[src/rtl/codec_clk_pkg.sv]
package codec_clk_pkg;
  // Strobes from the control to the datapath
  typedef struct packed {
    logic run;    // counters advance, clocks may toggle
    logic clear;  // hold counters at zero
  } ctlStrobe_t;
endpackage

[src/rtl/codec_clk_ctrl.sv]
module codec_clk_ctrl
  import codec_clk_pkg::*;
(
  input  logic       clk,
  input  logic       rstN,
  input  logic       enableIn,
  input  logic       frameEnd,
  output ctlStrobe_t ctl
);
  logic running;

  always_ff @(posedge clk or negedge rstN) begin
    if (!rstN) begin
      running <= 1'b0;
    end else if (!running) begin
      running <= enableIn;           // start right away from idle
    end else if (frameEnd && !enableIn) begin
      running <= 1'b0;               // stop only at a frame boundary
    end
  end

  always_comb begin
    ctl.run   = running;
    ctl.clear = !running;
  end

  // the generator only drops out of run on a frame boundary
  p_stop_at_frame_end_r7: assert property (@(posedge clk) disable iff (!rstN)
    $fell(running) |-> $past(frameEnd));

  // an enable seen while running keeps the generator running
  p_hold_while_enabled_r7: assert property (@(posedge clk) disable iff (!rstN)
    (running && enableIn) |=> running);
endmodule

[src/rtl/codec_clk_dp.sv]
module codec_clk_dp
  import codec_clk_pkg::*;
#(
  parameter int LONG_LEN     = 19,
  parameter int SHORT_LEN    = 18,
  parameter int HIGH_LEN     = 9,
  parameter int GROUP_CYCLES = 64,
  parameter int FRAME_CYCLES = 256
) (
  input  logic       clk,
  input  logic       rstN,
  input  ctlStrobe_t ctl,
  output logic       frameEnd,
  output logic       bitClk,
  output logic       frameClk
);
  localparam int SUB_W = $clog2(LONG_LEN);
  localparam int CYC_W = $clog2(FRAME_CYCLES);
  localparam int GRP_W = $clog2(GROUP_CYCLES);
  localparam int HALF  = FRAME_CYCLES / 2;

  logic [SUB_W-1:0] subCnt;
  logic [SUB_W-1:0] subLastVal;
  logic [CYC_W-1:0] cycCnt;
  logic             groupLast;
  logic             subLast;
  logic             frameLast;

  always_comb begin
    groupLast  = (cycCnt[GRP_W-1:0] == GRP_W'(GROUP_CYCLES - 1));
    subLastVal = groupLast ? SUB_W'(SHORT_LEN - 1) : SUB_W'(LONG_LEN - 1);
    subLast    = (subCnt == subLastVal);
    frameLast  = (cycCnt == CYC_W'(FRAME_CYCLES - 1));
    frameEnd   = ctl.run && subLast && frameLast;
  end

  // Two-level counter: master clocks within a cycle, cycles within a frame
  always_ff @(posedge clk or negedge rstN) begin
    if (!rstN) begin
      subCnt <= '0;
      cycCnt <= '0;
    end else if (ctl.clear) begin
      subCnt <= '0;
      cycCnt <= '0;
    end else if (ctl.run) begin
      if (subLast) begin
        subCnt <= '0;
        cycCnt <= frameLast ? '0 : cycCnt + 1'b1;
      end else begin
        subCnt <= subCnt + 1'b1;
      end
    end
  end

  // Registered outputs, no decode glitches
  always_ff @(posedge clk or negedge rstN) begin
    if (!rstN) begin
      bitClk   <= 1'b0;
      frameClk <= 1'b0;
    end else begin
      bitClk   <= ctl.run && (subCnt < SUB_W'(HIGH_LEN));
      frameClk <= ctl.run && (cycCnt < CYC_W'(HALF));
    end
  end

  // idle state produces quiet clocks on the next edge
  p_idle_quiet_r1: assert property (@(posedge clk) disable iff (!rstN)
    !ctl.run |=> (!bitClk && !frameClk));

  // each run starts from the beginning of a frame
  p_restart_zero_r8: assert property (@(posedge clk) disable iff (!rstN)
    $rose(ctl.run) |-> (subCnt == '0 && cycCnt == '0));

  // a frame clock rising edge is always a bit clock rising edge
  p_frame_rise_aligned_r5: assert property (@(posedge clk) disable iff (!rstN)
    $rose(frameClk) |-> $rose(bitClk));

  // a frame clock falling edge is also a bit clock rising edge
  p_frame_fall_aligned_r5: assert property (@(posedge clk) disable iff (!rstN)
    $fell(frameClk) |-> $rose(bitClk));

  // the cycle counter never exceeds the selected cycle length
  p_sub_in_range_r3: assert property (@(posedge clk) disable iff (!rstN)
    subCnt <= subLastVal);
endmodule

[src/rtl/codec_clk_gen.sv]
module codec_clk_gen
  import codec_clk_pkg::*;
#(
  parameter int LONG_LEN     = 19,
  parameter int SHORT_LEN    = 18,
  parameter int HIGH_LEN     = 9,
  parameter int GROUP_CYCLES = 64,
  parameter int FRAME_CYCLES = 256
) (
  input  logic clk,
  input  logic rstN,
  input  logic enableIn,
  output logic bitClk,
  output logic frameClk,
  output logic enableOut
);
  ctlStrobe_t ctl;
  logic       frameEnd;

  assign enableOut = enableIn;

  codec_clk_ctrl u_ctrl (
    .clk      (clk),
    .rstN     (rstN),
    .enableIn (enableIn),
    .frameEnd (frameEnd),
    .ctl      (ctl)
  );

  codec_clk_dp #(
    .LONG_LEN     (LONG_LEN),
    .SHORT_LEN    (SHORT_LEN),
    .HIGH_LEN     (HIGH_LEN),
    .GROUP_CYCLES (GROUP_CYCLES),
    .FRAME_CYCLES (FRAME_CYCLES)
  ) u_dp (
    .clk      (clk),
    .rstN     (rstN),
    .ctl      (ctl),
    .frameEnd (frameEnd),
    .bitClk   (bitClk),
    .frameClk (frameClk)
  );

  // the enable copy never differs from the enable input
  p_enable_copy_r6: assert property (@(posedge clk) disable iff (!rstN)
    enableOut == enableIn);
endmodule

[config.mk]
export PLATFORM = sky130hd
export DESIGN_NAME = codec_clk_gen
export DESIGN_NICKNAME = d
export VERILOG_FILES = /design/src/rtl/codec_clk_pkg.sv /design/src/rtl/codec_clk_ctrl.sv /design/src/rtl/codec_clk_dp.sv /design/src/rtl/codec_clk_gen.sv
export SDC_FILE = /design/constraint.sdc
export NUM_CORES = 1
export LEC_CHECK = 0
export BUFFER_PORTS_ARGS = -buffer_cell sky130_fd_sc_hd__buf_2
export CAP_MARGIN = 40
export CORE_UTILIZATION = 57
export DETAILED_ROUTE_END_ITERATION = 8
export PLACE_DENSITY = 0.78
export SETUP_SLACK_MARGIN = 0.15
export SLEW_MARGIN = 0
export SYNTH_ARGS = -nofsm -noshare
export SYNTH_HDL_FRONTEND = slang
export SYNTH_SLANG_ARGS = --single-unit
[constraint.sdc]
create_clock -name clk -period 2 [get_ports clk]
set_input_delay 0.4 -clock clk [delete_from_list [all_inputs] [get_ports clk]]
set_output_delay 0.4 -clock clk [all_outputs]
set_load 0.005 [all_outputs]
==> results of run 1 <==
-- synthesized netlist by cell type, drive strengths merged, types with 3 or more instances --
| library cell | count |
|---|---|
| nand2 | 5 |
| inv | 4 |
| nand3 | 7 |
| a21oi | 8 |
| buf | 3 |
| dfrtp | 16 |
| and3 | 7 |
-- worst reg2reg max path, stage by stage, from the launching register on --
cell       delay, ns
dfrtp_1         0.42
ha_1            0.26
nand4_1         0.14
o2111ai_2       0.24
buf_4           0.23
a211o_1         0.25
a21oi_1         0.14
-- metal layers --
metal  vias to the layer above  part of all wire [%]
met1                       315                    44
met3                         7                   6.7
met2                        24                    47
met4                         0                   2.8
met5                         -                     0
li1                        316                     -
-- stage by stage --
stage	cells	total power [mW]	instance area, sq um	hold slack (ns)
2_1_floorplan	85	0.332	863	0.104
3_3_place_gp	101	0.339	881	0.324
3_5_place_dp	101	0.339	881	0.324
4_1_cts	105	0.550	923	0.00385
5_1_grt	105	0.566	933	0.0141
6_report	105	0.544	933	0.00240
-- flip-flops by register name (all words and copies together) (netlist names) --
name / flops
u_dp.frameClk: 1
u_ctrl.running: 1
u_dp.subCnt: 5
u_dp.cycCnt: 8
u_dp.bitClk: 1
-- layout by cell type (no fill, tap or decap), drive strengths merged, types with 4 or more instances in the layout --
cell / n
a21oi: 8
and3: 7
buf: 6
clkbuf: 4
dfrtp: 16
inv: 4
nand2: 5
nand3: 7
-- worst paths after layout --
check | end | slack (ns) | cells after the start
min in group clk | u_ctrl.running$_DFF_PN0_ | 0.31 | 2
max reg2reg | u_dp.cycCnt[1]$_DFFE_PN0P_ | 0.26 | 6
min | u_dp.bitClk$_DFF_PN0_ | 0.002 | 1
max | u_dp.cycCnt[1]$_DFFE_PN0P_ | 0.26 | 6
max in group asynchronous | u_dp.cycCnt[0]$_DFFE_PN0P_ | 1.74 | 1
min reg2reg | u_dp.frameClk$_DFF_PN0_ | 0.51 | 1
-- repair_timing --
item | CTS | global route
setup endpoints to repair | 8 | 6
setup buffers | 0 | 0
pin swaps | 0 | 0
hold buffers | 0 | 0
gates resized for setup | 1 | 2
-- cell type report --
type                    count  share of cell area (%)
inverters                   4                    1.61
well taps                  15                    2.01
clock buffers               4                    3.89
repair buffers              6                    3.49
flip-flops and latches     16                    42.9
multi-input cells          60                    46.1
-- power groups by stage --
stage                     logic [mW]  clock network, mW  registers, mW
after global routing          0.0113              0.232          0.323
after floorplan              0.00194                  0          0.330
after detailed placement     0.00951                  0          0.330
after CTS                    0.00959              0.217          0.323
final                        0.00907              0.211          0.323
after global placement       0.00954                  0          0.330
-- cells by family (layout without fill, tap and decap cells) --
kind of cell / after synthesis / in the layout / synth area share, %
muxes: 2 / 2 / 2.32
AOI/OAI and AO/OA: 19 / 19 / 15.1
and+or+nand+nor: 33 / 33 / 23.6
buffers and inverters: 9 / 14 / 5.65
xor gates and xnor gates: 4 / 4 / 4.06
DFF: 16 / 16 / 46.4
adders and majority gates: 2 / 2 / 2.90
==> flow_summary.toml, run 1 <==
[run_status]
status = "finished, final reports clean"

[sta]
fin_setup_tns_ns = 0
fin_ws_ns = 0.262
fin_crit_ns = 1.74
skew_ns = 0.000559
fmax_mhz = 575
setup_viol = 0
rsz0062_at_grt = "no"
hold_violations = 0
tightest_slew_ns = 0.388
slew_viol_final = 0
max_slew_margin_pct = 74.2
min_period_over_period_pct = 86.9

[clock_network]
cts-root-buf = "clkbuf_4"
clock_latency_ns = 0.29
clockBufferDepth = 2
clock_sinks = 16
clkTransAtPathRegs_ns = 0.09
cts_tree = "yes"
cts-htree-levels = 1
cts-buffers-inserted = 3

[detailed_routing]
drtAntennaViolNets = 0
wire_per_inst_microns = 15.6
dr.pass1.iters = 4
vias = 662
route.detailed.drc = 0
routed_wl_microns = 1630
drt_iter0_drc = 37
vias_per_cell = 6.30

[logic_synthesis]
seq_area_frac_synth_pct = 46.4
synthCells = 85
yosysWarnings = 0
ys_types = 33
synth.area.top_cells = "dfrtp_1, and3_1, a21oi_1"
yosys_register_bits = 16
synth_top_cell_by_area = "dfrtp_1"
syn_area_sq_um = 863
syn-num-nets = 90
synth_top_area_share_pct = 46.4
syn_area_per_cell_sq_um = 10.2
synth_edf_count = 0
synth_ff_type = "dfrtp_1"
synthArstFlopShare_pct = 100

[run]
cap_violations = 0

[global_route]
met2_usage_pct = 34.4
grt_pass1_vias = 554
grt-busiest-layer = "met2"
gr-usage-met3_pct = 8.70
antenna_found_initial = 0
grt_overflow_total = 0
grt_max_degree = 17
grt_pass1_wl_microns = 2430
met1_usage_pct = 29.7
track_usage_pct = 23.5

[power]
max-vdd-ir-drop_mv = 0.332
power.share.sequential_pct = 59.5
p_leak_nw = 0.423
switching_share_pct = 19.7
internal-power_mw = 0.437
clkPwrFrac_pct = 38.9
p_switching_mw = 0.107
comb_power_share_pct = 1.7
power_density_mw_per_mm2 = 582

[floorplanning]
ios = 6
coreArea_sq_mm = 0.00135
die_area_sq_mm = 0.00167
dieHeight_microns = 40.9
initial_core_util_pct = 63.9
fp.dieW_microns = 40.9
rows = 13

[critical_path]
crit_required_ns = 2.22
slowest_stage = "dfrtp_1"
end_kind = "flip-flop"
worst_setup_path_start_kind = "flip-flop"
cpPeakStageDelay_ns = 0.42
crit_start = "u_dp.cycCnt[0]$_DFFE_PN0P_"
cp_cell_sequence = "ha_1 > nand4_1 > o2111ai_2 > buf_4 > a211o_1 > a21oi_1"
cp_max_fo = 8
crit_type = "flip-flop to flip-flop"
critPathTopFamily = "compound AO/OA/AOI/OAI gates"
cp_num_buf_inv = 1
cp.arrival_ns = 1.96
rr_startpoint = "u_dp.cycCnt[0]$_DFFE_PN0P_"

[placed_design]
port_buffers = 5
routabilityCongestion = 0.823
place_ws_ns = 0.205
place_hpwl_microns = 1100

[finish]
final_util_pct = 69.1
multiInputGateArea_sq_um = 430
diodes = 0
fill_cells = 98
fin_nets = 96
area_delta_synth_final_pct = 8.12
register_area_sq_um = 400
drive_gt1_share_pct = 17.8

[hold_path]
worstHoldPathType = "primary input to asynchronous set/reset pin"
Power figures use the tool's default switching activity.
==> run 2: changes to the inputs <==
- CORE_ASPECT_RATIO: unset -> 0.75
- CORE_UTILIZATION: 57 -> 58
- SYNTH_HIERARCHICAL: unset -> 1
==> run 2 against run 1 <==
Compared with the run above: count of clock-buffer cells in the layout shrank 1; via count is 34% higher; global-route usage increased by 3.9 points; wire length increased by 49%; sequential power hardly changed; sequential share of layout area shrank 7.5 points; final area increased by 21%; critical path depth shrank 2; first-iteration DRC count increased by 65%; final cell count up 27%; core utilization rose by 2.5 points; largest power group unchanged; highest routed layer unchanged.
==> flow_summary.toml, run 2 <==
[clock_network]
clock_latency_ns = 0.29
cts-root-buf = "clkbuf_4"
cts-buffers-inserted = 3
clock_sinks = 16
clkTransAtPathRegs_ns = 0.09
clockBufferDepth = 2
cts-htree-levels = 1
cts_hold_buf = 0
cts_tree = "yes"

[global_route]
track_usage_pct = 27.4
antenna_found_initial = 0
grt_max_degree = 17
grt_pass1_vias = 793
grt_pass1_wl_microns = 3770
gr-usage-met3_pct = 7.84
met2_usage_pct = 41.8
grt-busiest-layer = "met2"
grt_overflow_total = 0
met1_usage_pct = 38.9

[logic_synthesis]
seq_area_frac_synth_pct = 38.4
synth_top_cell_by_area = "dfrtp_1"
ys_types = 44
synth_ff_type = "dfrtp_1"
yosys_register_bits = 16
synth_top_area_share_pct = 38.4
yosysWarnings = 6
synth.area.top_cells = "dfrtp_1, nor2b_1, a2111oi_4"
syn-num-nets = 111
synth_edf_count = 0
syn_area_sq_mm = 0.00104
synthCells = 106
synthArstFlopShare_pct = 100
synth_common_cells = "dfrtp_1, a21oi_1, inv_1, nor2_1, nor2b_1"
syn_area_per_cell_sq_um = 9.84
synth.most_common_cell = "dfrtp_1"

[critical_path]
crit_type = "flip-flop to flip-flop"
crit_required_ns = 2.17
end_kind = "flip-flop"
cp_num_buf_inv = 0
cp.arrival_ns = 1.95
slowest_stage = "dfrtp_1"
worst_setup_path_start_kind = "flip-flop"
cpPeakStageDelay_ns = 0.44
cp_max_fo = 9
cp_cell_sequence = "and3_1 > nand4_2 > a211oi_2 > mux2_1"
critPathTopFamily = "simple AND/OR/NAND/NOR gates"

[detailed_routing]
vias = 886
routed_wl_microns = 2440
dr.pass1.iters = 4
wire_per_inst_microns = 18.3
route.detailed.drc = 0
drt_iter0_drc = 61
vias_per_cell = 6.66
drtAntennaViolNets = 0

[sta]
setup_viol = 0
max_slew_margin_pct = 73.8
skew_ns = 0.0102
fmax_mhz = 562
hold_violations = 0
rsz0062_at_grt = "yes"
min_period_over_period_pct = 89.0
fin_setup_tns_ns = 0
tightest_slew_ns = 0.393
fin_crit_ns = 1.78
slew_viol_final = 0

[finish]
largest_reg_flops = 8
final_cell_mix = "dfrtp_1, buf_4"
diodes = 0
reg.largest.list = "u_dp/cycCnt (8), u_dp/subCnt (5)"
area_delta_synth_final_pct = 8.27
drive_gt1_share_pct = 25.0
post_layout_nonfiller_instances = 133
fin_nets = 119
layout_commonest_cell = "dfrtp_1"
top_register = "u_dp/cycCnt"
final_util_pct = 71.7

[placed_design]
dp.cells = 128
routabilityCongestion = 0.874
place_hpwl_microns = 1590
port_buffers = 5

[floorplanning]
initial_core_util_pct = 66.2
coreArea_sq_mm = 0.00158
die_area_sq_mm = 0.00197
rows = 12
fp.dieW_microns = 51.0
ios = 6
dieHeight_microns = 38.7

[power]
total_power_mw = 0.499
power_density_mw_per_mm2 = 441
p_leak_nw = 0.486
max-vdd-ir-drop_mv = 0.358

[run]
cap_violations = 0

[run_status]
status = "finished, final reports clean"

[hold_path]
worstHoldPathType = "primary input to asynchronous set/reset pin"
==> run 2: metal layers <==
layer	part of all wire, %	vias up
li1	-	402
met1	45	431
met3	8.2	6
met2	45	47
met4	1.6	0
met5	0	-
==> run 2: power by group <==
group          leakage [nW]  switching [mW]  internal [mW]
Sequential            0.194               0          0.323
Combinational         0.278         0.00707        0.00255
Clock                0.0138          0.0958         0.0699
==> run 2: cell type report <==
cell class | instances | area, sq um
sequential | 16 | 400
tap | 21 | 26.3
inverter | 6 | 22.5
timing repair buffer | 11 | 70.1
clock buffer | 3 | 22.5
fill | 120 | 447
multi-input combinational | 76 | 588
==> run 2: cells by family after synthesis <==
logic type | after synthesis | share of synthesized area, %
AO/OA/AOI/OAI | 30 | 24.1
XOR/XNOR | 3 | 2.52
adder cells (fa/ha/maj) | 2 | 2.40
buffers and inverters | 14 | 6.83
flip-flops | 16 | 38.4
multiplexers | 3 | 3.60
AND/OR/NAND/NOR | 38 | 22.2
==> run 2: metrics by stage <==
stage	area, sq um	setup slack (ns)	hold WS, ns
floorplan	1040	0.233	0.104
global placement	1080	0.185	0.327
detailed placement	1080	0.0834	0.334
CTS	1100	0.165	0.0225
global route	1130	0.131	0.0400
finish	1130	0.221	0.0125
==> run 2: what timing repair did <==
action,in CTS,in global routing
setup endpoints to repair,6,11
buffers inserted,0,2
pin swaps,0,2
resized for setup,1,4
==> run 2: worst register-to-register path, stage by stage, from the launching register on <==
cell      delay [ns]
dfrtp_1         0.44
and3_1          0.43
nand4_2         0.21
a211oi_2        0.26
mux2_1          0.33
==> run 2: final timing paths <==
check                                                 from                    endpoint  slack, ns  cells past startpoint
worst max-delay path            u_dp/cycCnt[3]$_DFFE_PN0P_  u_dp/cycCnt[6]$_DFFE_PN0P_       0.22                      4
worst max register to register  u_dp/cycCnt[3]$_DFFE_PN0P_  u_dp/cycCnt[6]$_DFFE_PN0P_       0.22                      4
min in group clk                                  enableIn    u_ctrl/running$_DFF_PN0_       0.32                      2
worst min-delay path                                  rstN  u_dp/subCnt[1]$_DFFE_PN0P_       0.01                      1
max in group asynchronous                             rstN  u_dp/cycCnt[5]$_DFFE_PN0P_       1.71                      1
worst min register to register  u_dp/cycCnt[7]$_DFFE_PN0P_     u_dp/frameClk$_DFF_PN0_       0.49                      1
==> run 3: changes to the inputs <==
- CORE_ASPECT_RATIO: 0.75 -> unset
- CORE_UTILIZATION: 58 -> 60
- PLACE_DENSITY: 0.78 -> 0.81
- clock period: 2 -> 2.1 ns (I/O delays scaled with it)
==> run 3 against run 2 <==
Compared with the run above: critical path depth increased by 1; first-iteration DRC count decreased by 67%; core utilization decreased by 0.72 points; flip-flop and latch count unchanged; wire length decreased by 13%; hold slack improved by 0.0098 ns; highest routed layer unchanged.
==> flow_summary.toml, run 3 (synthesized netlist as in run 2, its figures left out) <==
[run_status]
status = "finished, final reports clean"

[power]
p_leak_nw = 0.484
power_density_mw_per_mm2 = 472
max-vdd-ir-drop_mv = 0.464

[detailed_routing]
drt_iter0_drc = 20
route.detailed.drc = 0
dr.pass1.iters = 4
routed_wl_microns = 2120
vias_per_cell = 6.71
vias = 852
drtAntennaViolNets = 0
wire_per_inst_microns = 16.7

[floorplanning]
fp.dieW_microns = 43.7
dieHeight_microns = 43.7
die_area_sq_mm = 0.00191
rows = 14
coreArea_sq_mm = 0.00156
initial_core_util_pct = 66.9
ios = 6

[sta]
max_slew_margin_pct = 75.1
hold_violations = 0
slew_viol_final = 0
rsz0062_at_grt = "no"
fin_setup_tns_ns = 0
min_period_over_period_pct = 86.7
fmax_mhz = 549
fin_hold_ws_ns = 0.0224
skew_ns = 0.00484
setup_viol = 0
fin_crit_ns = 1.82
tightest_slew_ns = 0.374

[hold_path]
worstHoldPathType = "primary input to asynchronous set/reset pin"

[global_route]
grt_overflow_total = 0
track_usage_pct = 26.7
grt_max_degree = 17
grt_pass1_wl_microns = 3640
antenna_found_initial = 0
grt_pass1_vias = 805

[critical_path]
reg2reg_depth = 5
crit_type = "flip-flop to flip-flop"
cp.arrival_ns = 2.00
worst_setup_path_start_kind = "flip-flop"
crit_start = "u_dp/cycCnt[1]$_DFFE_PN0P_"
cp_max_fo = 7
rr_startpoint = "u_dp/cycCnt[1]$_DFFE_PN0P_"
end_kind = "flip-flop"
crit_required_ns = 2.28

[clock_network]
cts-htree-levels = 1
cts_tree = "yes"
clkTransAtPathRegs_ns = 0.10
cts-root-buf = "clkbuf_4"
clockBufferDepth = 2
cts_hold_buf = 0
cts_setup_buffers = 0
cts-resized-gates = 0
clock_latency_ns = 0.29
clock_sinks = 16
cts-buffers-inserted = 3

[finish]
fin_nets = 117
drive_gt1_share_pct = 22.5
area_delta_synth_final_pct = 6.00
largest_reg_flops = 8
layout_commonest_cell = "dfrtp_1"
diodes = 0
top_register = "u_dp/cycCnt"
reg.largest.list = "u_dp/cycCnt (8), u_dp/subCnt (5)"

[placed_design]
routabilityCongestion = 0.881
port_buffers = 5
place_hpwl_microns = 1570

[run]
cap_violations = 0
run 3: worst paths after layout:
check                           slack, ns                    endpoint
worst max-delay path                 0.28  u_dp/cycCnt[6]$_DFFE_PN0P_
worst min-delay path                 0.02     u_dp/frameClk$_DFF_PN0_
worst max register to register       0.28  u_dp/cycCnt[6]$_DFFE_PN0P_
worst min register to register       0.50     u_dp/frameClk$_DFF_PN0_
max in group asynchronous            1.81  u_dp/cycCnt[5]$_DFFE_PN0P_
min in group clk                     0.34    u_ctrl/running$_DFF_PN0_
run 3: worst max-delay path, stage by stage, from the launching register on:
cell and delay, ns:
dfrtp_1 0.42, ha_1 0.20, and2_1 0.22, nand4_2 0.23
a211oi_2 0.28, mux2_1 0.34
run 3: final cells by class:
class / instances / area [sq um]
inverters: 6 / 22.5
clock buffers: 4 / 36.3
flip-flops and latches: 16 / 400
multi-input cells: 76 / 572
fillers: 128 / 453
repair buffers: 9 / 55.1
well taps: 16 / 20.0
run 3: per-stage QoR:
step | utilization (%) | cells | setup slack [ns] | total power, mW | cell area, sq um
final | 70.9 | 127 | 0.278 | 0.522 | 1110
after global routing | 70.9 | 127 | 0.180 | 0.542 | 1110
after CTS | 70.9 | 127 | 0.234 | 0.534 | 1110
after detailed placement | 68.6 | 123 | 0.255 | 0.323 | 1070
after global placement | 68.6 | 123 | 0.282 | 0.323 | 1070
after floorplan | - | 106 | 0.333 | 0.316 | 1040
run 3: power by group:
part / internal (mW) / switching (mW) / leakage [nW] / total [mW]
sequential: 0.308 / 0 / 0.194 / 0.308
clock: 0.106 / 0.0996 / 0.0210 / 0.205
combinational: 0.00243 / 0.00655 / 0.269 / 0.00898
run 3: per-layer routing:
layer  vias to the layer above  GRT usage [%]  share of wire [%]
met5                         -              0                  0
met4                         0           5.63               0.52
met3                         2           7.50                5.3
met2                        31           42.4                 47
met1                       420           36.6                 47
li1                        399              -                  -
